### src/rtl/dac_wg_pkg.sv
package dac_wg_pkg;
    localparam int CODE_W  = 12;
    localparam int TRIG_W  = 3;
    localparam int AMP_W   = 4;
    localparam int WAVE_W  = 2;
    localparam int NSRC    = (1 << TRIG_W) - 1;
    localparam logic [TRIG_W-1:0] TRIG_SW    = '1;
    localparam logic [CODE_W-1:0] NOISE_SEED = 12'hACE;
    localparam logic [CODE_W-1:0] CODE_ONE   = {{(CODE_W-1){1'b0}}, 1'b1};

    typedef enum logic [1:0] {CH_OFF = 2'd0, CH_RISE = 2'd1, CH_FALL = 2'd2} ch_state_e;
    typedef enum logic [WAVE_W-1:0] {WV_NONE = 2'd0, WV_NOISE = 2'd1, WV_TRI = 2'd2, WV_RSVD = 2'd3} wave_e;

    function automatic logic [CODE_W-1:0] amp_limit(input logic [AMP_W-1:0] a);
        logic [CODE_W:0] t;
        if (a >= AMP_W'(CODE_W - 1)) return '1;
        t = ((CODE_W+1)'(1) << (a + AMP_W'(1))) - (CODE_W+1)'(1);
        return t[CODE_W-1:0];
    endfunction

    function automatic logic [CODE_W-1:0] noise_next(input logic [CODE_W-1:0] s);
        return {s[CODE_W-2:0], s[11] ^ s[5] ^ s[3] ^ s[0]};
    endfunction
endpackage

### src/rtl/dac_wg_trig.sv
module dac_wg_trig
    import dac_wg_pkg::*;
(
    input  logic              clk,
    input  logic              rst_n,
    input  logic              live,
    input  logic              trig_en,
    input  logic [TRIG_W-1:0] trig_sel,
    input  logic [NSRC-1:0]   hw_evt,
    input  logic              sw_set,
    output logic              step,
    output logic              sw_pend
);
    logic                  pend_q;
    logic [(1<<TRIG_W)-1:0] src;

    assign src     = {pend_q, hw_evt};
    assign step    = live & trig_en & src[trig_sel];
    assign sw_pend = pend_q;

    always_ff @(posedge clk or negedge rst_n) begin
        if (!rst_n) pend_q <= 1'b0;
        else        pend_q <= sw_set | (pend_q & ~(step & (trig_sel == TRIG_SW)));
    end


    sw_consume_chk: assert property (@(posedge clk) disable iff (!rst_n)
        (step && trig_sel == TRIG_SW && !sw_set) |=> !pend_q);


    pend_hold_chk: assert property (@(posedge clk) disable iff (!rst_n)
        (pend_q && !trig_en) |=> pend_q);
endmodule

### src/rtl/dac_wg_wave.sv
module dac_wg_wave
    import dac_wg_pkg::*;
(
    input  logic              clk,
    input  logic              rst_n,
    input  logic              ch_en,
    input  logic              step,
    input  logic [WAVE_W-1:0] wave_sel,
    input  logic [AMP_W-1:0]  amp_sel,
    output logic              live,
    output logic              on,
    output logic [CODE_W-1:0] wave_val
);
    ch_state_e          state_q, state_d;
    logic [CODE_W-1:0]  tri_q, tri_d, lfsr_q, lfsr_d, lim;
    wave_e              wv;

    assign wv   = wave_e'(wave_sel);
    assign lim  = amp_limit(amp_sel);
    assign on   = (state_q != CH_OFF);
    assign live = on & ch_en;

    always_ff @(posedge clk or negedge rst_n) begin
        if (!rst_n) begin
            state_q <= CH_OFF;
            tri_q   <= '0;
            lfsr_q  <= NOISE_SEED;
        end else begin
            state_q <= state_d;
            tri_q   <= tri_d;
            lfsr_q  <= lfsr_d;
        end
    end

    always_comb begin
        state_d = state_q;
        tri_d   = tri_q;
        lfsr_d  = lfsr_q;
        unique case (state_q)
            CH_OFF: begin
                tri_d  = '0;
                lfsr_d = NOISE_SEED;
                if (ch_en) state_d = CH_RISE;
            end
            CH_RISE: begin
                if (step && wv == WV_TRI) begin
                    if (tri_q >= lim) begin
                        state_d = CH_FALL;
                        tri_d   = tri_q - CODE_ONE;
                    end else begin
                        tri_d   = tri_q + CODE_ONE;
                    end
                end
            end
            CH_FALL: begin
                if (step && wv == WV_TRI) begin
                    if (tri_q == '0) begin
                        state_d = CH_RISE;
                        tri_d   = CODE_ONE;
                    end else begin
                        tri_d   = tri_q - CODE_ONE;
                    end
                end
            end
            default: state_d = CH_OFF;
        endcase
        if (live && step && wv == WV_NOISE) lfsr_d = noise_next(lfsr_q);
        if (!ch_en) begin
            state_d = CH_OFF;
            tri_d   = '0;
            lfsr_d  = NOISE_SEED;
        end
    end

    always_comb begin
        unique case (wv)
            WV_NOISE: wave_val = lfsr_q & lim;
            WV_TRI:   wave_val = tri_q;
            default:  wave_val = '0;
        endcase
    end


    off_clear_chk: assert property (@(posedge clk) disable iff (!rst_n)
        (state_q == CH_OFF) |-> (tri_q == '0 && lfsr_q == NOISE_SEED));


    noise_nonzero_chk: assert property (@(posedge clk) disable iff (!rst_n)
        lfsr_q != '0);


    idle_hold_chk: assert property (@(posedge clk) disable iff (!rst_n)
        (state_q != CH_OFF && ch_en && !step) |=> ($stable(tri_q) && $stable(lfsr_q)));


    tri_up_chk: assert property (@(posedge clk) disable iff (!rst_n)
        (state_q == CH_RISE && ch_en && step && wv == WV_TRI && tri_q < lim)
        |=> (tri_q == $past(tri_q) + CODE_ONE));
endmodule

### src/rtl/dac_wg_sum.sv
module dac_wg_sum
    import dac_wg_pkg::*;
(
    input  logic              clk,
    input  logic              rst_n,
    input  logic              on,
    input  logic [CODE_W-1:0] hold,
    input  logic [CODE_W-1:0] wave_val,
    output logic [CODE_W-1:0] code
);
    logic [CODE_W:0] sum;

    assign sum  = {1'b0, hold} + {1'b0, wave_val};
    assign code = !on ? '0 : (sum[CODE_W] ? '1 : sum[CODE_W-1:0]);


    no_wrap_chk: assert property (@(posedge clk) disable iff (!rst_n)
        on |-> (code >= hold));
endmodule

### src/rtl/dac_wavegen.sv
module dac_wavegen
    import dac_wg_pkg::*;
#(
    parameter int NCH = 2
) (
    input  logic                  clk,
    input  logic                  rst_n,
    input  logic [NCH-1:0]        ch_en,
    input  logic [NCH-1:0]        trig_en,
    input  logic [NCH*TRIG_W-1:0] trig_sel,
    input  logic [NCH*WAVE_W-1:0] wave_sel,
    input  logic [NCH*AMP_W-1:0]  amp_sel,
    input  logic [NCH*CODE_W-1:0] hold_val,
    input  logic [NSRC-1:0]       hw_evt,
    input  logic [NCH-1:0]        sw_trig_set,
    output logic [NCH-1:0]        sw_trig_pend,
    output logic [NCH*CODE_W-1:0] dac_code
);
    for (genvar c = 0; c < NCH; c++) begin : g_ch
        logic              live, on, step;
        logic [CODE_W-1:0] wave_val;

        dac_wg_trig i_trig (
            .clk      (clk),
            .rst_n    (rst_n),
            .live     (live),
            .trig_en  (trig_en[c]),
            .trig_sel (trig_sel[c*TRIG_W +: TRIG_W]),
            .hw_evt   (hw_evt),
            .sw_set   (sw_trig_set[c]),
            .step     (step),
            .sw_pend  (sw_trig_pend[c])
        );

        dac_wg_wave i_wave (
            .clk      (clk),
            .rst_n    (rst_n),
            .ch_en    (ch_en[c]),
            .step     (step),
            .wave_sel (wave_sel[c*WAVE_W +: WAVE_W]),
            .amp_sel  (amp_sel[c*AMP_W +: AMP_W]),
            .live     (live),
            .on       (on),
            .wave_val (wave_val)
        );

        dac_wg_sum i_sum (
            .clk      (clk),
            .rst_n    (rst_n),
            .on       (on),
            .hold     (hold_val[c*CODE_W +: CODE_W]),
            .wave_val (wave_val),
            .code     (dac_code[c*CODE_W +: CODE_W])
        );
    end
endmodule

### config.mk
export PLATFORM = sky130hd
export DESIGN_NAME = dac_wavegen
export DESIGN_NICKNAME = d
export VERILOG_FILES = /design/src/rtl/dac_wg_pkg.sv /design/src/rtl/dac_wg_trig.sv /design/src/rtl/dac_wg_wave.sv /design/src/rtl/dac_wg_sum.sv /design/src/rtl/dac_wavegen.sv
export SDC_FILE = /design/constraint.sdc
export NUM_CORES = 1
export LEC_CHECK = 0
export BUFFER_PORTS_ARGS = -buffer_cell sky130_fd_sc_hd__buf_2
export CORE_MARGIN = 3
export CORE_UTILIZATION = 60
export CTS_CLUSTER_DIAMETER = 80
export DETAILED_ROUTE_END_ITERATION = 12
export PLACE_DENSITY = 0.82
export SLEW_MARGIN = 20
export SYNTH_ARGS = -nofsm -noshare
export SYNTH_HDL_FRONTEND = slang
export SYNTH_HIERARCHICAL = 1
export SYNTH_SLANG_ARGS = --single-unit
### constraint.sdc
create_clock -name clk -period 4.7 [get_ports clk]
set_clock_uncertainty 0.05 [all_clocks]
set_input_delay 0 -clock clk [delete_from_list [all_inputs] [get_ports clk]]
set_output_delay 0 -clock clk [all_outputs]
set_load 0.1 [all_outputs]
Word level (Yosys, flattened, before mapping)
Index checks and enable logic that the tools add are counted.

Mux-type cells: 46. Bitwise operators: 22. $add $sub $neg: 10. Shift operators: 2. Eq/ne operators: 22. $lt $le $gt $ge: 6. Reductions and logical operators: 16.

Operators with widths (count): 12-bit two-way mux (24); 12-bit case mux with 3 select lines (2); 12-bit case mux with 2 select lines (2); 12-bit by 12-bit adder with 13-bit output (2); 12-bit by 1-bit adder with 12-bit output, second input constant (2); 12-bit bitwise AND (2); 12-bit greater-or-equal comparator (2); 12-bit zero test (2); 3-bit by 2-bit != test with 1-bit output, second input constant (8); 1-bit by 4-bit left shift with 12-bit output, first input constant (2); 12-bit by 1-bit subtractor with 12-bit output, second input constant (2); 12-bit by 2-bit subtractor with 12-bit output, second input constant (2); 2-bit two-way mux (10); 2-bit case mux with 3 select lines (2); 1-bit bitwise AND (10); 4-bit by 1-bit adder with 4-bit output, second input constant (2); 2-bit by 1-bit == test with 1-bit output, second input constant (4); 2-bit == test, second input constant (4); 4-bit greater-or-equal comparator, second input constant (2); 3-bit by 4-bit < comparator with 1-bit output, second input constant (2); 4-bit by 1-bit != test with 1-bit output, second input constant (2); 4-bit AND reduction (2); 1-bit binary-select mux with 3-bit select (2); 3-bit == test, second input constant (2); other kinds (9) (28).

Register bits after elaboration: 54. Bits of input ports: 57. Word-level logic and storage cells: 132.

Longest topological paths before layout
Depth in word-level cells: 9. Gate-level depth with buffers: 18.

Modules after synthesis
Netlist, hierarchy kept.

Modules (own cells, without submodules): dac_wg_wave at g_ch[0].i_wave (times used 1, area each 2517.4 µm², seq. area each 659.4 µm², cells an instance 325); dac_wg_wave at g_ch[1].i_wave (times used 1, area each 2499.9 µm², seq. area each 659.4 µm², cells an instance 321); dac_wg_sum (times used 2, area each 638.1 µm², seq. area each 0.0 µm², cells an instance 90); dac_wg_trig (times used 2, area each 115.1 µm², seq. area each 25.0 µm², cells an instance 12).

Least setup slack after synthesis
Ideal clock, no wire load.

Kind: input -> output. From: in amp_sel[1]. To: out dac_code[2]. Stages: 16. Arrival: 4.627 ns. Slack: 0.023 ns. Cell sequence: clkbuf_1 > or2_2 > or3_1 > ha_1 > clkbuf_1 > a21oi_1 > a31oi_1 > o32ai_1 > o21ai_0 > nor2b_1 > ha_1 > a211oi_1 > o21a_1 > a2111o_1 > buf_4 > a31oi_1.

Cells in the longest elaborated chain, start to end: 9. Elaborated cells on any way between the ends: 11.

RTL lines: start: declaration (RTL line dac_wavegen.sv:12) `input logic [NCH*AMP_W-1:0] amp_sel,`; 4-bit by 1-bit adder with 4-bit output (RTL line dac_wg_pkg.sv:17) `t = ((CODE_W+1)'(1) << (a + AMP_W'(1))) - (CODE_W+1)'(1);`; 1-bit by 4-bit left shift with 12-bit output (RTL line dac_wg_pkg.sv:17); 12-bit by 2-bit subtractor with 12-bit output (RTL line dac_wg_pkg.sv:17); 12-bit two-way mux (*) (RTL line dac_wg_pkg.sv:17); 12-bit bitwise AND (*) (RTL line dac_wg_wave.sv:77) `WV_NOISE: wave_val = lfsr_q & lim;`; 12-bit case mux with 2 select lines (*) (RTL line dac_wg_wave.sv:76) `unique case (wv)`; named net g_ch[0].wave_val[2] (RTL line dac_wavegen.sv:21) `logic [CODE_W-1:0] wave_val;`; 12-bit by 12-bit adder with 13-bit output (*) (RTL line dac_wg_sum.sv:13) `assign sum = {1'b0, hold} + {1'b0, wave_val};`; 12-bit two-way mux (*) (2 in series) (RTL line dac_wg_sum.sv:14) `assign code = !on ? '0 : (sum[CODE_W] ? '1 : sum[CODE_W-1:0]);`; end: declaration (RTL line dac_wavegen.sv:17) `output logic [NCH*CODE_W-1:0] dac_code`.

Mark *: on every way through the listed nets, which the timed path passes. The rest lies on a longest branch.

Final worst setup path
From: in amp_sel[4]. To: out dac_code[23].

Cells in the longest elaborated chain, start to end: 9. Elaborated cells on any way between the ends: 11.

RTL lines (RTL line): 4-bit by 1-bit adder with 4-bit output (dac_wg_pkg.sv:17); 1-bit by 4-bit left shift with 12-bit output (dac_wg_pkg.sv:17); 12-bit by 2-bit subtractor with 12-bit output (dac_wg_pkg.sv:17); 12-bit two-way mux (*) (dac_wg_pkg.sv:17); 12-bit bitwise AND (*) (dac_wg_wave.sv:77); 12-bit case mux with 2 select lines (*) (dac_wg_wave.sv:76); named net g_ch[1].wave_val[6] (dac_wavegen.sv:21); 12-bit by 12-bit adder with 13-bit output (*) (dac_wg_sum.sv:13); 12-bit two-way mux (*) (2 in series) (dac_wg_sum.sv:14).

Marked as above.

==> results by group <==
Status
  – Outcome: complete, no violations

STA
  – Final Hold Fails: 0
  – Setup TNS: 0 ns
  – Unrepaired setup endpoints after global routing: false
  – Final setup vio count: 0
  – Post-layout min period: 4.12 ns
  – Slew headroom: around 45%
  – Final critical-path share of the clock period: between 80 and 90%
  – Fmax: roughly 240 MHz
  – Max Slew Vio Count: 0
  – Worst-margin pin slew: approximately 0.82 ns

Global routing
  – Gr ovfl total: 0
  – Largest net degree at the start of global routing: 55
  – Initial antenna violation count: 0
  – First-pass GRT wire length: ~27000 um
  – Number of global-route vias before repair: between 6000 and 7000
  – Tot GR Track Use: a little over a quarter

Yosys
  – Post-synthesis adder-cell area fraction: a little over an eighth
  – Ys flop type: dfrtp_1
  – Mux contribution to synthesized area: approximately 4.1%
  – Post-synth cell types: slightly below 80
  – Gate Count Post-Synth: 850
  – Seq cells post-synth: between 50 and 60
  – Post-synthesis simple-gate area fraction: between 20% and 30%
  – Warnings from Yosys: 6
  – Ys async rst share: 100%
  – Syn Std Cell Area: 6520 um2
  – Mean Syn Cell Area: roughly 7.7 um2
  – Synth Area in Compound Gates: approximately a quarter
  – Syn_nets: 977
  – Post-synthesis xor/xnor area fraction: between 5 and 6%
  – Post-synth EDFFs: 0
  – Seq/Total Area, Yosys: a little over a fifth
  – Largest family of logic cells by synthesized area: simple AND/OR/NAND/NOR gates

Drt
  – Vias per cell: 6.29
  – Overall routed net length: 16800 um
  – Initial drt markers: between 500 and 600
  – Via count: 6525
  – Post-route DRC: 0
  – DRT Pass-1 Iters: 5
  – Detail Route Antenna Nets: 0
  – Wire length per cell: 16.2 um

Min path
  – Hold crit path type: in2reg

Clocking
  – CTS tree: yes
  – Clock-pin slew on the worst setup and hold paths: approximately 0.1 ns
  – Clk buf depth: 2
  – TritonCTS buffer count: 5
  – CTS root buffer: clkbuf_8
  – Clk sink count: 54
  – Clk Latency, worst-skew pair: around 0.32 ns
  – H-tree depth: 2

Final layout
  – Core Util, Final: between 60% and 70%
  – Most common cell after layout, fill and taps aside: nand2_1
  – Most frequent cells in the layout: nand2_1 (144), buf_2 (82), ha_1 (68)
  – Layout cells sized above 1: around 16%
  – Area Growth Syn to Fin: 7.92%
  – Final net count: around 1000
  – Diode count: 0

Die
  – Top-Level Pins: 83
  – Die width: roughly 110 um
  – Die Ht: 110 um
  – Die area: around 12000 um2
  – Row count: 37
  – Initial Utilization: 62.4%
  – CORE AREA: approximately 10000 um2

Worst setup path
  – Worst Setup End Kind: output pin
  – WP data required: 4.65 ns
  – CP Max Fanout: 11
  – Worst Path Arrival: 4.07 ns
  – Setup CP Type: in2out
  – CP startpoint kind: primary input

Pwr
  – Clock Power Share: 12.0%
  – Sw frac: between 50% and 60%
  – Internal Power: between 1 and 1.5 mW
  – Worst VDD drop: ~0.47 mV
  – Sequential power share: about 23%
  – Combinational Power Share: between 60% and 70%
  – PwrDens: 342 nW/um2
  – Leakage: 3.22 nW
  – Sw power: 1.38 mW

Flow run
  – Maxcap violations: 0

Placed design
  – Number of port buffers: a little over 80
  – Hpwl dp: approximately 13000 um
  – GP Congestion: 0.938
[flip-flops by register name, indices dropped and copies added, names as in the netlist]
signal,flops
g_ch.i_wave/state_q,4
g_ch.i_wave/lfsr_q,24
g_ch.i_trig/sw_pend,2
g_ch.i_wave/tri_q,24
[critical path: stages]
cell and delay [ns]:
buf_2 0.14, or2_2 0.35, or3_1 0.35, ha_1 0.33, nor2b_1 0.19, mux2_2 0.16, nand2_1 0.04, and3_1 0.19
a2bb2oi_1 0.15, nor2_1 0.14, ha_1 0.26, o21ai_0 0.13, nor2b_1 0.16, a2111o_1 0.54, and3_1 0.25, a211oi_2 0.21
buf_2 0.45
[Yosys cell counts (all sizes together), types with 7 or more instances]
cell type | count | share of area (%)
a211oi | 7 | 1.0
a21o | 7 | 0.81
a21oi | 57 | 4.4
a221oi | 7 | 1.2
a2bb2oi | 8 | 1.1
a31oi | 20 | 1.9
and2 | 9 | 0.86
and3 | 17 | 1.7
buf | 17 | 1.9
clkbuf | 33 | 2.2
dfrtp | 40 | 15
dfstp | 14 | 5.6
ha | 68 | 13
inv | 24 | 1.4
mux2 | 12 | 2.1
mux2i | 8 | 1.2
nand2 | 145 | 8.4
nand2b | 7 | 0.71
nand3 | 47 | 3.7
nand4 | 10 | 0.96
nor2 | 64 | 3.9
nor2b | 17 | 1.6
nor3 | 16 | 1.2
o21a | 15 | 1.8
o21ai | 54 | 4.1
o221ai | 14 | 2.0
or3 | 10 | 1.0
xnor2 | 22 | 3.0
xor2 | 17 | 2.3
[power by group through the flow]
| stage | logic, mW | clock network (mW) | registers, mW |
|---|---|---|---|
| 2_1_floorplan | 1.30 | 0 | 0.536 |
| 3_5_place_dp | 1.53 | 0 | 0.565 |
| 6_report | 1.56 | 0.289 | 0.558 |
| 4_1_cts | 1.55 | 0.293 | 0.556 |
| 3_3_place_gp | 1.50 | 0 | 0.561 |
| 5_1_grt | 1.67 | 0.313 | 0.563 |
[cell type report]
type | instances | area [um2]
Fill cell | 900 | 3420
Inverter | 26 | 97.6
Tap cell | 136 | 170
Multi-Input combinational cell | 720 | 4790
Clock inverter | 3 | 28.8
Sequential cell | 54 | 1370
Timing Repair Buffer | 94 | 518
Clock buffer | 5 | 68.8
[cells by family after synthesis]
kind of cell | Yosys count
other | 2
buffers and inverters | 76
and+or+nand+nor | 357
DFF | 54
muxes | 22
AOI/OAI and AO/OA | 230
xor gates and xnor gates | 39
adders and majority gates | 70
[final timing paths]
kind                                                  startpoint                                    to  slack [ns]  cells past startpoint
max                                                   amp_sel[4]                          dac_code[23]        0.58                     17
min                                                   trig_en[0]   g_ch[0].i_wave/tri_q[0]$_DFFE_PN0P_        0.21                      7
max reg2reg                g_ch[0].i_wave/state_q[1]$_DFFE_PN0P_   g_ch[0].i_wave/tri_q[7]$_DFFE_PN0P_        0.91                     15
min reg2reg                 g_ch[0].i_wave/lfsr_q[2]$_DFFE_PN1P_  g_ch[0].i_wave/lfsr_q[3]$_DFFE_PN1P_        0.45                      2
max in group asynchronous                                  rst_n   g_ch[0].i_wave/tri_q[1]$_DFFE_PN0P_        3.86                      3
min in group asynchronous                                  rst_n   g_ch[1].i_wave/tri_q[9]$_DFFE_PN0P_        0.26                      3
[through the flow]
stage	hold WS [ns]	cells	power, mW	instance area, um2	worst slack (ns)
final	0.210	1038	2.41	7040	0.583
after global routing	0.288	1038	2.54	7040	0.298
after CTS	0.189	1038	2.40	7040	0.623
after detailed placement	0.116	1023	2.10	6870	0.625
after global placement	0.112	1023	2.06	6870	0.778
after floorplan	-0.346	850	1.83	6520	0.0230
[routing by layer]
layer	routed length (um)	up-vias	share of wire, %	global-route usage (%)
met3	813	31	4.8	2.50
met1	7070	3095	42	33.2
met2	8590	213	51	49.6
met5	0	-	0	0
met4	316	0	1.9	7.30
li1	-	3186	-	-
[repair_timing]
item | 4_1_cts | 5_1_grt
endpoints found under the hold margin | 46 | 0
hold buffers | 7 | 0
resized for setup | 0 | 0
setup buffers | 0 | 0
endpoints found under the setup margin | 0 | 0
(Power assumes the default switching activity.)
